==> config.mk <==
export PLATFORM = sky130hd
export DESIGN_NAME = adapt_search_fsm
export DESIGN_NICKNAME = d
export VERILOG_FILES = /design/src/rtl/simd_search_pkg.sv /design/src/rtl/sa_stride_reg.sv /design/src/rtl/sa_probe_calc.sv /design/src/rtl/sa_search_ctrl.sv /design/src/rtl/adapt_search_fsm.sv
export SDC_FILE = /design/constraint.sdc
export NUM_CORES = 1
export LEC_CHECK = 0
export BUFFER_PORTS_ARGS = -buffer_cell sky130_fd_sc_hd__buf_2
export CAP_MARGIN = 20
export CORE_ASPECT_RATIO = 0.8
export CORE_UTILIZATION = 40
export DETAILED_ROUTE_END_ITERATION = 7
export GPL_ROUTABILITY_DRIVEN = 0
export PLACE_DENSITY = 0.59
export SLEW_MARGIN = 20
export SYNTH_ARGS = -nofsm -noshare
export SYNTH_HDL_FRONTEND = slang
export SYNTH_HIERARCHICAL = 1
export SYNTH_SLANG_ARGS = --single-unit
export TNS_END_PERCENT = 50
==> constraint.sdc <==
create_clock -name clk -period 18.4 [get_ports clk]
set_input_delay 2.76 -clock clk [delete_from_list [all_inputs] [get_ports clk]]
set_output_delay 2.76 -clock clk [all_outputs]
set_load 0.02 [all_outputs]
==> src/rtl/simd_search_pkg.sv <==
package simd_search_pkg;

    localparam int CFG_W = 8;

    typedef logic [CFG_W-1:0] cfg_val_t;

    typedef struct packed {
        cfg_val_t width;
        cfg_val_t depth;
    } simd_cfg_t;

    typedef enum logic [2:0] {
        ST_BASE   = 3'd0,
        ST_UP     = 3'd1,
        ST_DN     = 3'd2,
        ST_FOLLOW = 3'd3,
        ST_DONE   = 3'd4
    } srch_state_t;

    typedef enum logic {
        AX_DEPTH = 1'b0,
        AX_WIDTH = 1'b1
    } axis_t;

    // One step from base, kept inside [1, limit].
    function automatic cfg_val_t step_clamp(cfg_val_t base, cfg_val_t stride,
                                            logic down, cfg_val_t limit);
        logic [CFG_W:0] sum;
        if (down) begin
            return (base > stride) ? cfg_val_t'(base - stride) : cfg_val_t'(1);
        end
        sum = {1'b0, base} + {1'b0, stride};
        return (sum > {1'b0, limit}) ? limit : sum[CFG_W-1:0];
    endfunction

    function automatic cfg_val_t cfg_axis(simd_cfg_t c, axis_t a);
        return (a == AX_WIDTH) ? c.width : c.depth;
    endfunction

    function automatic simd_cfg_t cfg_set(simd_cfg_t c, axis_t a, cfg_val_t v);
        simd_cfg_t r;
        r = c;
        if (a == AX_WIDTH) r.width = v;
        else               r.depth = v;
        return r;
    endfunction

endpackage

==> src/rtl/sa_stride_reg.sv <==
module sa_stride_reg
    import simd_search_pkg::*;
#(
    parameter cfg_val_t INIT = cfg_val_t'(1)
) (
    input  logic     clk,
    input  logic     rst,
    input  logic     load,
    input  logic     halve,
    output cfg_val_t stride_q,
    output cfg_val_t stride_nxt
);

    always_comb begin
        stride_nxt = halve ? (stride_q >> 1) : stride_q;
    end

    always_ff @(posedge clk) begin
        if (rst || load) stride_q <= INIT;
        else             stride_q <= stride_nxt;
    end

endmodule

==> src/rtl/sa_probe_calc.sv <==
module sa_probe_calc
    import simd_search_pkg::*;
#(
    parameter int LANES = 16,
    parameter int WARPS = 8
) (
    input  simd_cfg_t base,
    input  axis_t     axis,
    input  cfg_val_t  stride,
    input  logic      down,
    output simd_cfg_t cand,
    output logic      cand_moves
);

    localparam cfg_val_t LIM_W = cfg_val_t'(LANES);
    localparam cfg_val_t LIM_D = cfg_val_t'(WARPS);

    cfg_val_t lim;
    cfg_val_t from_v;
    cfg_val_t to_v;

    always_comb begin
        lim        = (axis == AX_WIDTH) ? LIM_W : LIM_D;
        from_v     = cfg_axis(base, axis);
        to_v       = step_clamp(from_v, stride, down, lim);
        cand       = cfg_set(base, axis, to_v);
        cand_moves = (to_v != from_v);
    end

endmodule

==> src/rtl/sa_search_ctrl.sv <==
module sa_search_ctrl
    import simd_search_pkg::*;
#(
    parameter int LANES  = 16,
    parameter int MEAS_W = 16
) (
    input  logic              clk,
    input  logic              rst,
    input  logic              restart,
    input  logic              meas_valid,
    input  logic [MEAS_W-1:0] meas_cycles,
    input  cfg_val_t          stride_d,
    input  cfg_val_t          stride_w,
    input  simd_cfg_t         cand,
    input  logic              cand_moves,
    output simd_cfg_t         n_best,
    output axis_t             n_axis,
    output logic              n_down,
    output logic [1:0]        halve,
    output simd_cfg_t         cfg_q,
    output logic              conv_q
);

    localparam simd_cfg_t START_CFG = '{width: cfg_val_t'(LANES), depth: cfg_val_t'(1)};

    srch_state_t       state_q, n_state;
    axis_t             axis_q;
    logic              dir_q;
    simd_cfg_t         best_q;
    logic [MEAS_W-1:0] best_m_q, n_best_m;
    simd_cfg_t         up_cfg_q;
    logic [MEAS_W-1:0] up_m_q, n_up_m;
    logic              up_ok_q, n_up_ok;
    logic              moves_q;
    logic              round_q, n_round;
    logic              probe;
    logic              finish;

    logic              better;
    logic              dn_ok;
    logic              up_win;
    logic              step_over;
    cfg_val_t          axis_stride;

    always_comb begin
        n_state   = state_q;
        n_best    = best_q;
        n_best_m  = best_m_q;
        n_axis    = axis_q;
        n_down    = dir_q;
        n_round   = round_q;
        n_up_m    = up_m_q;
        n_up_ok   = up_ok_q;
        halve     = 2'b00;
        probe     = 1'b0;
        finish    = 1'b0;
        step_over = 1'b0;
        better      = meas_cycles < best_m_q;
        dn_ok       = moves_q && better;
        up_win      = up_ok_q && (!dn_ok || (up_m_q <= meas_cycles));
        axis_stride = (axis_q == AX_WIDTH) ? stride_w : stride_d;

        if (meas_valid) begin
            unique case (state_q)
                ST_BASE: begin
                    n_best   = cfg_q;
                    n_best_m = meas_cycles;
                    n_down   = 1'b0;
                    n_state  = ST_UP;
                    probe    = 1'b1;
                end
                ST_UP: begin
                    n_up_m  = meas_cycles;
                    n_up_ok = moves_q && better;
                    n_down  = 1'b1;
                    n_state = ST_DN;
                    probe   = 1'b1;
                end
                ST_DN: begin
                    if (up_win) begin
                        n_best   = up_cfg_q;
                        n_best_m = up_m_q;
                        n_down   = 1'b0;
                        n_round  = 1'b1;
                        n_state  = ST_FOLLOW;
                        probe    = 1'b1;
                    end else if (dn_ok) begin
                        n_best   = cfg_q;
                        n_best_m = meas_cycles;
                        n_down   = 1'b1;
                        n_round  = 1'b1;
                        n_state  = ST_FOLLOW;
                        probe    = 1'b1;
                    end else begin
                        step_over = 1'b1;
                    end
                end
                ST_FOLLOW: begin
                    if (moves_q && better) begin
                        n_best   = cfg_q;
                        n_best_m = meas_cycles;
                        n_round  = 1'b1;
                        probe    = 1'b1;
                    end else begin
                        step_over = 1'b1;
                    end
                end
                default: begin
                end
            endcase

            if (step_over) begin
                n_down  = 1'b0;
                n_state = ST_UP;
                probe   = 1'b1;
                if (axis_stride > cfg_val_t'(1)) begin
                    halve[axis_q] = 1'b1;
                end else if (axis_q == AX_DEPTH) begin
                    n_axis = AX_WIDTH;
                end else if (n_round) begin
                    n_axis  = AX_DEPTH;
                    n_round = 1'b0;
                end else begin
                    n_state = ST_DONE;
                    probe   = 1'b0;
                    finish  = 1'b1;
                end
            end
        end
    end

    always_ff @(posedge clk) begin
        if (rst || restart) begin
            state_q  <= ST_BASE;
            axis_q   <= AX_DEPTH;
            dir_q    <= 1'b0;
            best_q   <= START_CFG;
            best_m_q <= '1;
            up_cfg_q <= START_CFG;
            up_m_q   <= '1;
            up_ok_q  <= 1'b0;
            moves_q  <= 1'b0;
            round_q  <= 1'b0;
            cfg_q    <= START_CFG;
            conv_q   <= 1'b0;
        end else begin
            state_q  <= n_state;
            axis_q   <= n_axis;
            dir_q    <= n_down;
            best_q   <= n_best;
            best_m_q <= n_best_m;
            up_m_q   <= n_up_m;
            up_ok_q  <= n_up_ok;
            round_q  <= n_round;
            if (probe) begin
                cfg_q   <= cand;
                moves_q <= cand_moves;
                if (n_state == ST_UP) up_cfg_q <= cand;
            end
            if (finish) begin
                cfg_q  <= n_best;
                conv_q <= 1'b1;
            end
        end
    end

endmodule

==> src/rtl/adapt_search_fsm.sv <==
module adapt_search_fsm
    import simd_search_pkg::*;
#(
    parameter int LANES  = 16,
    parameter int WARPS  = 8,
    parameter int MEAS_W = 16
) (
    input  logic              clk,
    input  logic              rst,
    input  logic              restart,
    input  logic              meas_valid,
    input  logic [MEAS_W-1:0] meas_cycles,
    output logic [7:0]        cfg_width,
    output logic [7:0]        cfg_depth,
    output logic              converged
);

    localparam cfg_val_t D_INIT = (WARPS / 2 >= 1) ? cfg_val_t'(WARPS / 2) : cfg_val_t'(1);
    localparam cfg_val_t W_INIT = (LANES / 2 >= 1) ? cfg_val_t'(LANES / 2) : cfg_val_t'(1);

    cfg_val_t   str_q [2];
    cfg_val_t   str_n [2];
    logic [1:0] halve;
    simd_cfg_t  n_best;
    axis_t      n_axis;
    logic       n_down;
    simd_cfg_t  cand;
    logic       cand_moves;
    simd_cfg_t  cfg_q;
    logic       conv_q;
    cfg_val_t   probe_stride;

    for (genvar a = 0; a < 2; a++) begin : g_stride
        sa_stride_reg #(
            .INIT ((a == 0) ? D_INIT : W_INIT)
        ) u_stride (
            .clk        (clk),
            .rst        (rst),
            .load       (restart),
            .halve      (halve[a]),
            .stride_q   (str_q[a]),
            .stride_nxt (str_n[a])
        );
    end

    assign probe_stride = (n_axis == AX_WIDTH) ? str_n[1] : str_n[0];

    sa_probe_calc #(
        .LANES (LANES),
        .WARPS (WARPS)
    ) u_probe (
        .base       (n_best),
        .axis       (n_axis),
        .stride     (probe_stride),
        .down       (n_down),
        .cand       (cand),
        .cand_moves (cand_moves)
    );

    sa_search_ctrl #(
        .LANES  (LANES),
        .MEAS_W (MEAS_W)
    ) u_ctrl (
        .clk         (clk),
        .rst         (rst),
        .restart     (restart),
        .meas_valid  (meas_valid),
        .meas_cycles (meas_cycles),
        .stride_d    (str_q[0]),
        .stride_w    (str_q[1]),
        .cand        (cand),
        .cand_moves  (cand_moves),
        .n_best      (n_best),
        .n_axis      (n_axis),
        .n_down      (n_down),
        .halve       (halve),
        .cfg_q       (cfg_q),
        .conv_q      (conv_q)
    );

    assign cfg_width = cfg_q.width;
    assign cfg_depth = cfg_q.depth;
    assign converged = conv_q;

endmodule

# Word-level counts from Yosys, hierarchy flattened
# Index checks and enable logic that the tools add are counted.
# classes
addsub	2
mul	0
div_mod_pow	0
magnitude_cmp	7
eq_ne	5
shift	0
mux	68
n_bitwise	0
reduce_logical	13
# ops
cell	n
two-way mux 16 bit	7
case mux 16 bit (3 select lines)	2
two-way mux 8 bit	11
two-way mux 1 bit	31
two-way mux 3 bit	7
<= comparator 16 bit	1
< comparator 16 bit	1
adder 8 x 8 -> 9 bit	1
greater-than comparator 9 x 8 -> 1 bit	1
case mux 3 bit (3 select lines)	1
greater-than comparator 8 x 1 -> 1 bit (second input constant)	1
greater-than comparator 8 bit	1
inequality test 8 bit	1
subtractor 8 bit	1
equality test 3 x 1 -> 1 bit (second input constant)	2
equality test 3 x 2 -> 1 bit (second input constant)	2
two-way mux 2 bit	3
case mux 1 bit (3 select lines)	2
AND reduction 2 bit	3
two-way mux 5 bit	1
case mux 1 bit (2 select lines)	2
logical AND 1 bit	3
zero test 3 bit	1
nonzero test 3 bit	1
7 further kinds	8
# totals
regBits	105
latch_bits	0
mem_bits_rw	0
rom_bits	0
inputBits	20
output_inout_bits	17
wordCells	112
mem_count	0

# Logic depth before layout (Yosys ltp)
# Gate-level depths: netlist of the first run.
# logic_depth
ltp_word	21
mapped_depth	31
mapped_depth_nobuf	28

# Cells and area by module
# Netlist of the first run, hierarchy kept.
# modules_own_cells
module	n_inst	cells_each	area_each_um2	seq_area_each_um2
sa_search_ctrl	1	621	5044.8	1781.7
sa_probe_calc	1	194	1446.4	0.0
sa_stride_reg	2	27	324.1	160.2
adapt_search_fsm	1	9	131.4	0.0

# Worst setup path before layout of the first run
# Ideal clock, no wire load.
# synth_timing
path_type	input-to-reg
from	input port meas_cycles[2]
to	register, netlist name u_ctrl/cfg_q[3]
setup_ns	0.086
t_arrival_ns	8.507
required_ns	18.314
slack_ns	9.808
cell_stages	30
path_buffers	4
path_cell_list	ha_1 > a211oi_1 > o21ai_1 > a21oi_1 > o211ai_1 > buf_4 > buf_2 > nand3_1 > a2bb2oi_1 > clkbuf_1 > buf_2 > mux2i_1 > inv_1 > ha_1 > inv_1 > fa_1 > o21bai_1 > a21oi_1 > xor2_1 > ha_1 > nor2b_1 > o22a_1 > a2111o_1 > a2111oi_4 > mux2i_1 > nand2_1 > o31ai_1 > mux2_2 > mux2i_1 > a211oi_1
# synth_lines
element	line_no	text
from (decl)	adapt_search_fsm.sv:12	input logic [MEAS_W-1:0] meas_cycles,

==> run_results.csv, run 1 <==
group,metric,value,unit
outcome,status,"finished with violations",
floorplanning,initial_core_util,0.415,
floorplanning,design.die.area,0.0187,sq mm
place,io_buffers,36,
cts,cts_sinks,105,
grt,overflow,0,
floorplanning,die_width,153,um
timing,period_needed,9.37,ns
grt,grt_max_degree,42,
yosys,yosys.area_share.simple,0.201,
routing,ant_nets,0,
cts,hold_buffers,0,
worst_setup_path,cp_max_fo,24,
place,hpwlAfterDp,14.2,mm
timing,clock-skew-final,0.0126,ns
timing,holdWs,0.479,ns
worst_setup_path,cp-end-kind,"flip-flop",
worst_setup_path,r2r_cells,29,
power_and_ir_drop,p_switching,0.000140,W
grt,grt_usage,0.221,
grt,grt_pass1_wl,32.2,mm
power_and_ir_drop,p_total,0.000494,W
yosys,ys.flop_type,"dfxtp_1",
cells_and_area,nets,958,
power_and_ir_drop,seq_power_share,0.474,
cells_and_area,diodes,0,
yosys,synth_adder_area_share,0.0916,
cells_and_area,layout-drive-gt1-share,0.147,
outcome,violations,"design-rule violations",
routing,wire_per_inst,18.1,um
grt,grt_pass1_vias,5828,
worst_setup_path,cp.required,18.69,ns
yosys,postSynthAreaPerCell,8.28,sq um
yosys,synthArstFlopShare,0,
yosys,synth-edff-count,0,
routing,drt_wl_total,20.2,mm
yosys,synthesis.nets,950,
yosys,synth_top_cell_by_area,"dfxtp_1",
cts,clk_latency,0.37,ns
routing,route.detailed.drc,4,
cts,post_cts_buffers,0,
timing,fin_crit_sh,0.509,
flow_run,drv_cap,0,
worst_setup_path,crit_type,"primary input to flip-flop",
cts,clk_transition_reported_paths,0.08,ns
cts,cts_tree,"yes",
yosys,synth-xor-area-share,0.0133,
yosys,yosysSeqAreaShare,0.289,
routing,via_count,6443,
worst_hold_path,min_path_type,"flip-flop to flip-flop",
grt,antenna_found_initial,0,
power_and_ir_drop,vdd_ir_drop_max,0.0000393,V
worst_setup_path,cp.arrival,9.66,ns
floorplanning,rows,43,
yosys,yosys.cell_types.count,82,
timing,drv_slew,0,
worst_setup_path,startpoint_type,"primary input",
power_and_ir_drop,comb_power_share,0.121,
yosys,yosys_warnings,6,
timing,totalNegativeSetupSlack,0,ns
worst_setup_path,slowest_delay,0.86,ns
cts,cts_root_buffer,"clkbuf_16",
yosys,synthMuxAreaShare,0.0842,
power_and_ir_drop,internal_power,0.000354,W
timing,worst_slew_pin_slew,1.03,ns
cts,clock_path_buffers,2,
cts,h-tree-depth,3,
timing,fmax,107,MHz
yosys,synth_area_leaders,"dfxtp_1 (29%), ha_1 (8.6%), nand2_1 (6.0%), mux2_2 (3.9%), a21oi_1 (3.8%)",
yosys,synth_top_family_by_area,"compound AO/OA/AOI/OAI gates",
floorplanning,die_h,123,um
yosys,synth_compound_area_frac,0.256,
yosys,ys_ff_latch,105,
worst_hold_path,worstHoldPathCells,2,
worst_setup_path,crit_slowest_cell,"o31ai_4",
cells_and_area,area_delta_synth_final,8.69,%
yosys,synth_top_area_share,0.289,
power_and_ir_drop,clockPowerShare,0.405,
power_and_ir_drop,p_leak,3.33,nW
floorplanning,ioPinCount,37,
timing,rsz0062_at_grt,"no",
timing,setup_viol,0,
power_and_ir_drop,power_density,62.5,mW/mm^2
cells_and_area,layout_commonest_cell,"nand2_1",
routing,viasPerCell,5.77,
yosys,synth_area,0.00727,sq mm
cts,numCtsBuffers,9,
routing,drt_first_iter_violations,512,
routing,drt_pre_antenna_iters,7,
timing,slew_headroom,0.308,
cells_and_area,final_cell_mix,"nand2_1 (117), dfxtp_1 (105), a21oi_1 (55)",
yosys,postSynthCellCount,878,
cts,post_cts_resized,0,
floorplanning,core,0.0175,sq mm
timing,hold_violations,0,
power_and_ir_drop,swShare,0.283,
==> layer usage <==
| metal | vias to the layer above | routed length [um] | track usage |
|---|---|---|---|
| met5 | - | 0 | 0 |
| li1 | 3226 | - | - |
| met2 | 200 | 8260 | 0.330 |
| met1 | 3000 | 10300 | 0.323 |
| met4 | 0 | 205 | 0.0549 |
| met3 | 17 | 1440 | 0.0448 |
==> synth_stat cells (4+ instances only) <==
master	n
nand2b_1	7
a22oi_1	33
a21o_1	12
and2_1	8
o221ai_1	4
buf_2	17
clkbuf_1	26
nor2b_1	21
nand2_1	117
dfxtp_1	105
ha_1	50
nand3_1	26
a41oi_1	11
a221o_1	10
buf_6	5
nand3b_1	4
nor3_1	9
xor2_1	7
nor2_1	49
o211ai_1	21
a22o_1	5
mux2i_1	18
a21oi_1	55
o21ai_0	42
a211oi_1	13
mux2_2	25
nand4_1	21
inv_1	50
mux2_4	10
or2_1	4
xnor2_1	4
nor4_1	7
buf_4	4
==> critical path: cells and delay by family <==
kind                       cells  cell delay, ns
xor gates and xnor gates       1            0.29
buffers and inverters          4            0.61
adders and majority gates      4            1.24
muxes                          4            0.78
and+or+nand+nor                4            0.51
AOI/OAI and AO/OA             12            3.44
==> power by group through the flow <==
stage	logic (W)	clock network [W]	registers, W
floorplan	0.0000416	0	0.000239
global placement	0.0000591	0	0.000239
detailed placement	0.0000590	0	0.000239
CTS	0.0000594	0.000206	0.000234
global route	0.0000663	0.000212	0.000234
finish	0.0000600	0.000200	0.000234
==> through the flow <==
step	setup slack (ns)	util	area (sq um)	instances
finish	9.03	0.451	7900	1116
detailed placement	8.80	0.433	7590	1099
global placement	8.91	0.431	7570	1097
floorplan	9.81	-	7270	878
CTS	9.16	0.450	7890	1115
global route	8.51	0.451	7900	1116
==> layout make-up <==
| cell class | instances | area, sq um |
|---|---|---|
| timing repair buffer | 51 | 300 |
| multi-input combinational | 667 | 4720 |
| clock buffer | 12 | 256 |
| inverter | 52 | 195 |
| fill | 1751 | 9640 |
| clock inverter | 4 | 42.5 |
| sequential | 105 | 2100 |
| tap | 225 | 282 |
==> worst paths after layout <==
kind	from	slack, ns	to
setup reg to reg	u_ctrl/best_m_q[2]	11.20	u_ctrl/cfg_q[3]
setup / recovery	meas_cycles[2]	9.03	u_ctrl/cfg_q[3]
hold reg to reg	u_ctrl/best_q[8]	0.48	u_ctrl/cfg_q[8]
hold / removal	u_ctrl/best_q[8]	0.48	u_ctrl/cfg_q[8]
==> state kept, by name, summed over array words and instances, names as in the netlist <==
| name | count |
|---|---|
| u_ctrl/up_m_q | 16 |
| u_ctrl/cfg_q | 16 |
| u_ctrl/conv_q | 1 |
| u_ctrl/dir_q | 1 |
| u_ctrl/state_q | 3 |
| u_ctrl/moves_q | 1 |
| u_ctrl/axis_q | 1 |
| u_ctrl/best_m_q | 16 |
| u_ctrl/best_q | 16 |
| u_ctrl/up_ok_q | 1 |
| g_stride.u_stride/stride_q | 16 |
| u_ctrl/up_cfg_q | 16 |
| u_ctrl/round_q | 1 |
==> kinds of logic after synthesis <==
| kind of cell | Yosys count |
|---|---|
| adder cells (fa/ha/maj) | 52 |
| multiplexers | 53 |
| AND/OR/NAND/NOR | 296 |
| flip-flops | 105 |
| AO/OA/AOI/OAI | 255 |
| XOR/XNOR | 11 |
| buffers and inverters | 106 |
(Power assumes the default switching activity.)
==> inputs of run 2 (changes only) <==
PLACE_DENSITY = 0.61   (was 0.59)
clock period = 8.5 ns   (was 18.4 ns; I/O delays follow)
==> run 2 against run 1 <==
  * Final cell count rose by 0.27%
  * Clock power grew 110%
  * Total power up 120%
  * Die area stayed put
  * Global-route usage rose by 0.27 points
  * Via count up 3.1%
  * Clock skew decreased by 0.00058 ns
  * The flow still finishes with violations (design-rule violations)
  * Sequential cell count did not move
  * Setup slack worse by 8.0 ns
  * Wire length rose by 2.4%
  * Core utilization is 0.24 points higher
  * Sequential power up 120%
  * Critical path type unchanged
==> run_results.csv, run 2 (synthesis gave the netlist of run 1 again) <==
group,metric,value,unit
cells_and_area,post-route-util,0.453,
place,pre_cts_ws,0.744,ns
floorplanning,ioPinCount,37,
worst_setup_path,cp-end-kind,"flip-flop",
worst_setup_path,cp_max_fo,7,
cells_and_area,area_delta_synth_final,9.28,%
cts,hold_buffers,0,
power_and_ir_drop,comb_power_share,0.124,
timing,totalNegativeSetupSlack,0,ns
cells_and_area,layout_commonest_cell,"nand2_1",
grt,grt_max_degree,43,
cts,post_cts_resized,0,
cells_and_area,final_cell_mix,"nand2_1 (117), dfxtp_1 (105), a21oi_1 (54)",
worst_setup_path,slowest_delay,0.54,ns
outcome,status,"finished with violations",
timing,fmax,133,MHz
grt,overflow,0,
worst_hold_path,worstHoldPathCells,2,
worst_setup_path,crit_type,"primary input to flip-flop",
cts,clock_path_buffers,2,
routing,viasPerCell,5.94,
grt,antenna_found_initial,0,
floorplanning,die_h,123,um
power_and_ir_drop,clockPowerShare,0.401,
worst_setup_path,cp.arrival,7.78,ns
place,hpwlAfterDp,14.7,mm
grt,grt_pass1_vias,5950,
cts,cts_tree,"yes",
floorplanning,core,0.0175,sq mm
cts,cts_root_buffer,"clkbuf_16",
timing,rsz0062_at_grt,"no",
routing,drt_first_iter_violations,574,
timing,drv_slew,0,
cts,clk_transition_reported_paths,0.08,ns
worst_setup_path,r2r_end,"u_ctrl/cfg_q[2]",
grt,grt_pass1_wl,32.7,mm
power_and_ir_drop,p_total,0.00107,W
timing,setup_viol,0,
routing,via_count,6645,
worst_setup_path,r2r_cells,22,
worst_setup_path,startpoint_type,"primary input",
timing,slew_headroom,0.288,
cts,h-tree-depth,3,
power_and_ir_drop,p_switching,0.000300,W
place,io_buffers,36,
power_and_ir_drop,p_leak,3.34,nW
worst_hold_path,min_delay_worst_endpoint,"u_ctrl/cfg_q[8]",
worst_setup_path,rrSetupSlack,1.61,ns
power_and_ir_drop,internal_power,0.000767,W
cells_and_area,diodes,0,
worst_hold_path,min_path_type,"flip-flop to flip-flop",
floorplanning,initial_core_util,0.415,
timing,worst_slew_pin_slew,1.06,ns
power_and_ir_drop,vdd_ir_drop_max,0.0000866,V
cts,post_cts_buffers,0,
cells_and_area,layout-drive-gt1-share,0.152,
timing,setup_ws,0.988,ns
routing,route.detailed.drc,3,
routing,wire_per_inst,18.5,um
worst_setup_path,crit_slowest_cell,"a2111oi_4",
place,postPlaceCellArea,0.00763,sq mm
timing,hold_violations,0,
flow_run,drv_cap,0,
cts,cts_sinks,105,
power_and_ir_drop,power_density,134,mW/mm^2
timing,clock-skew-final,0.0120,ns
timing,fin_crit_sh,0.884,
routing,drt_pre_antenna_iters,7,
floorplanning,design.die.area,0.0187,sq mm
cts,clk_latency,0.36,ns
routing,ant_nets,0,
cells_and_area,finish.instance_area,0.00795,sq mm
outcome,violations,"design-rule violations",
worst_hold_path,worstHoldStart,"u_ctrl/best_q[8]",
floorplanning,rows,43,
cells_and_area,nets,961,
floorplanning,die_width,153,um
cts,numCtsBuffers,9,
worst_setup_path,cp.required,8.77,ns
power_and_ir_drop,seq_power_share,0.474,
power_and_ir_drop,swShare,0.281,
timing,period_needed,7.51,ns
routing,drt_wl_total,20.7,mm
worst_setup_path,r2r-start,"u_ctrl/state_q[1]",
grt,grt_usage,0.224,
==> run 2: power groups by stage <==
stage                     registers, W  clock network [W]   logic, W
after floorplan               0.000517                  0  0.0000900
after global placement        0.000518                  0   0.000129
after CTS                     0.000506           0.000439   0.000130
after detailed placement      0.000518                  0   0.000130
final                         0.000506           0.000428   0.000133
after global routing          0.000507           0.000454   0.000145
==> run 2: critical path, delay by kind of cell <==
kind,cells,cell delay (ns)
AOI/OAI and AO/OA,12,3.37
xor gates and xnor gates,1,0.29
adders and majority gates,4,1.24
buffers and inverters,5,0.58
muxes,3,0.40
and+or+nand+nor,4,0.63
==> run 2: worst max-delay path by stage <==
| stage | start | endpoint | slack [ns] | cells past startpoint |
|---|---|---|---|---|
| 2_1_floorplan | meas_cycles[2] | u_ctrl/cfg_q[3] | 1.39 | 30 |
| 3_3_place_gp | meas_cycles[14] | u_ctrl/cfg_q[3] | 0.71 | 30 |
| 3_5_place_dp | meas_cycles[13] | u_ctrl/cfg_q[2] | 0.74 | 29 |
| 4_1_cts | meas_cycles[13] | u_ctrl/cfg_q[2] | 1.10 | 29 |
| 5_1_grt | meas_cycles[13] | u_ctrl/cfg_q[3] | 0.49 | 30 |
| 6_report | meas_cycles[13] | u_ctrl/cfg_q[2] | 0.99 | 29 |
==> run 2: metal layers <==
metal,vias up,global-route usage,part of all wire
met5,-,0,0
met4,0,0.0669,0.013
met3,19,0.0403,0.068
met2,236,0.331,0.41
met1,3156,0.330,0.51
li1,3234,-,-
==> run 2: through the flow <==
| step | instances | hold slack (ns) |
|---|---|---|
| after global placement | 1102 | 0.453 |
| after floorplan | 878 | 0.437 |
| after global routing | 1119 | 0.499 |
| after detailed placement | 1103 | 0.461 |
| after CTS | 1119 | 0.480 |
| final | 1119 | 0.485 |
==> run 2: layout make-up <==
cell class,count,area (sq um)
Tap cell,225,282
Multi-Input combinational cell,667,4740
Fill cell,1743,9590
Clock inverter,4,45.0
Inverter,52,195
Sequential cell,105,2100
Clock buffer,12,256
Timing Repair Buffer,54,323
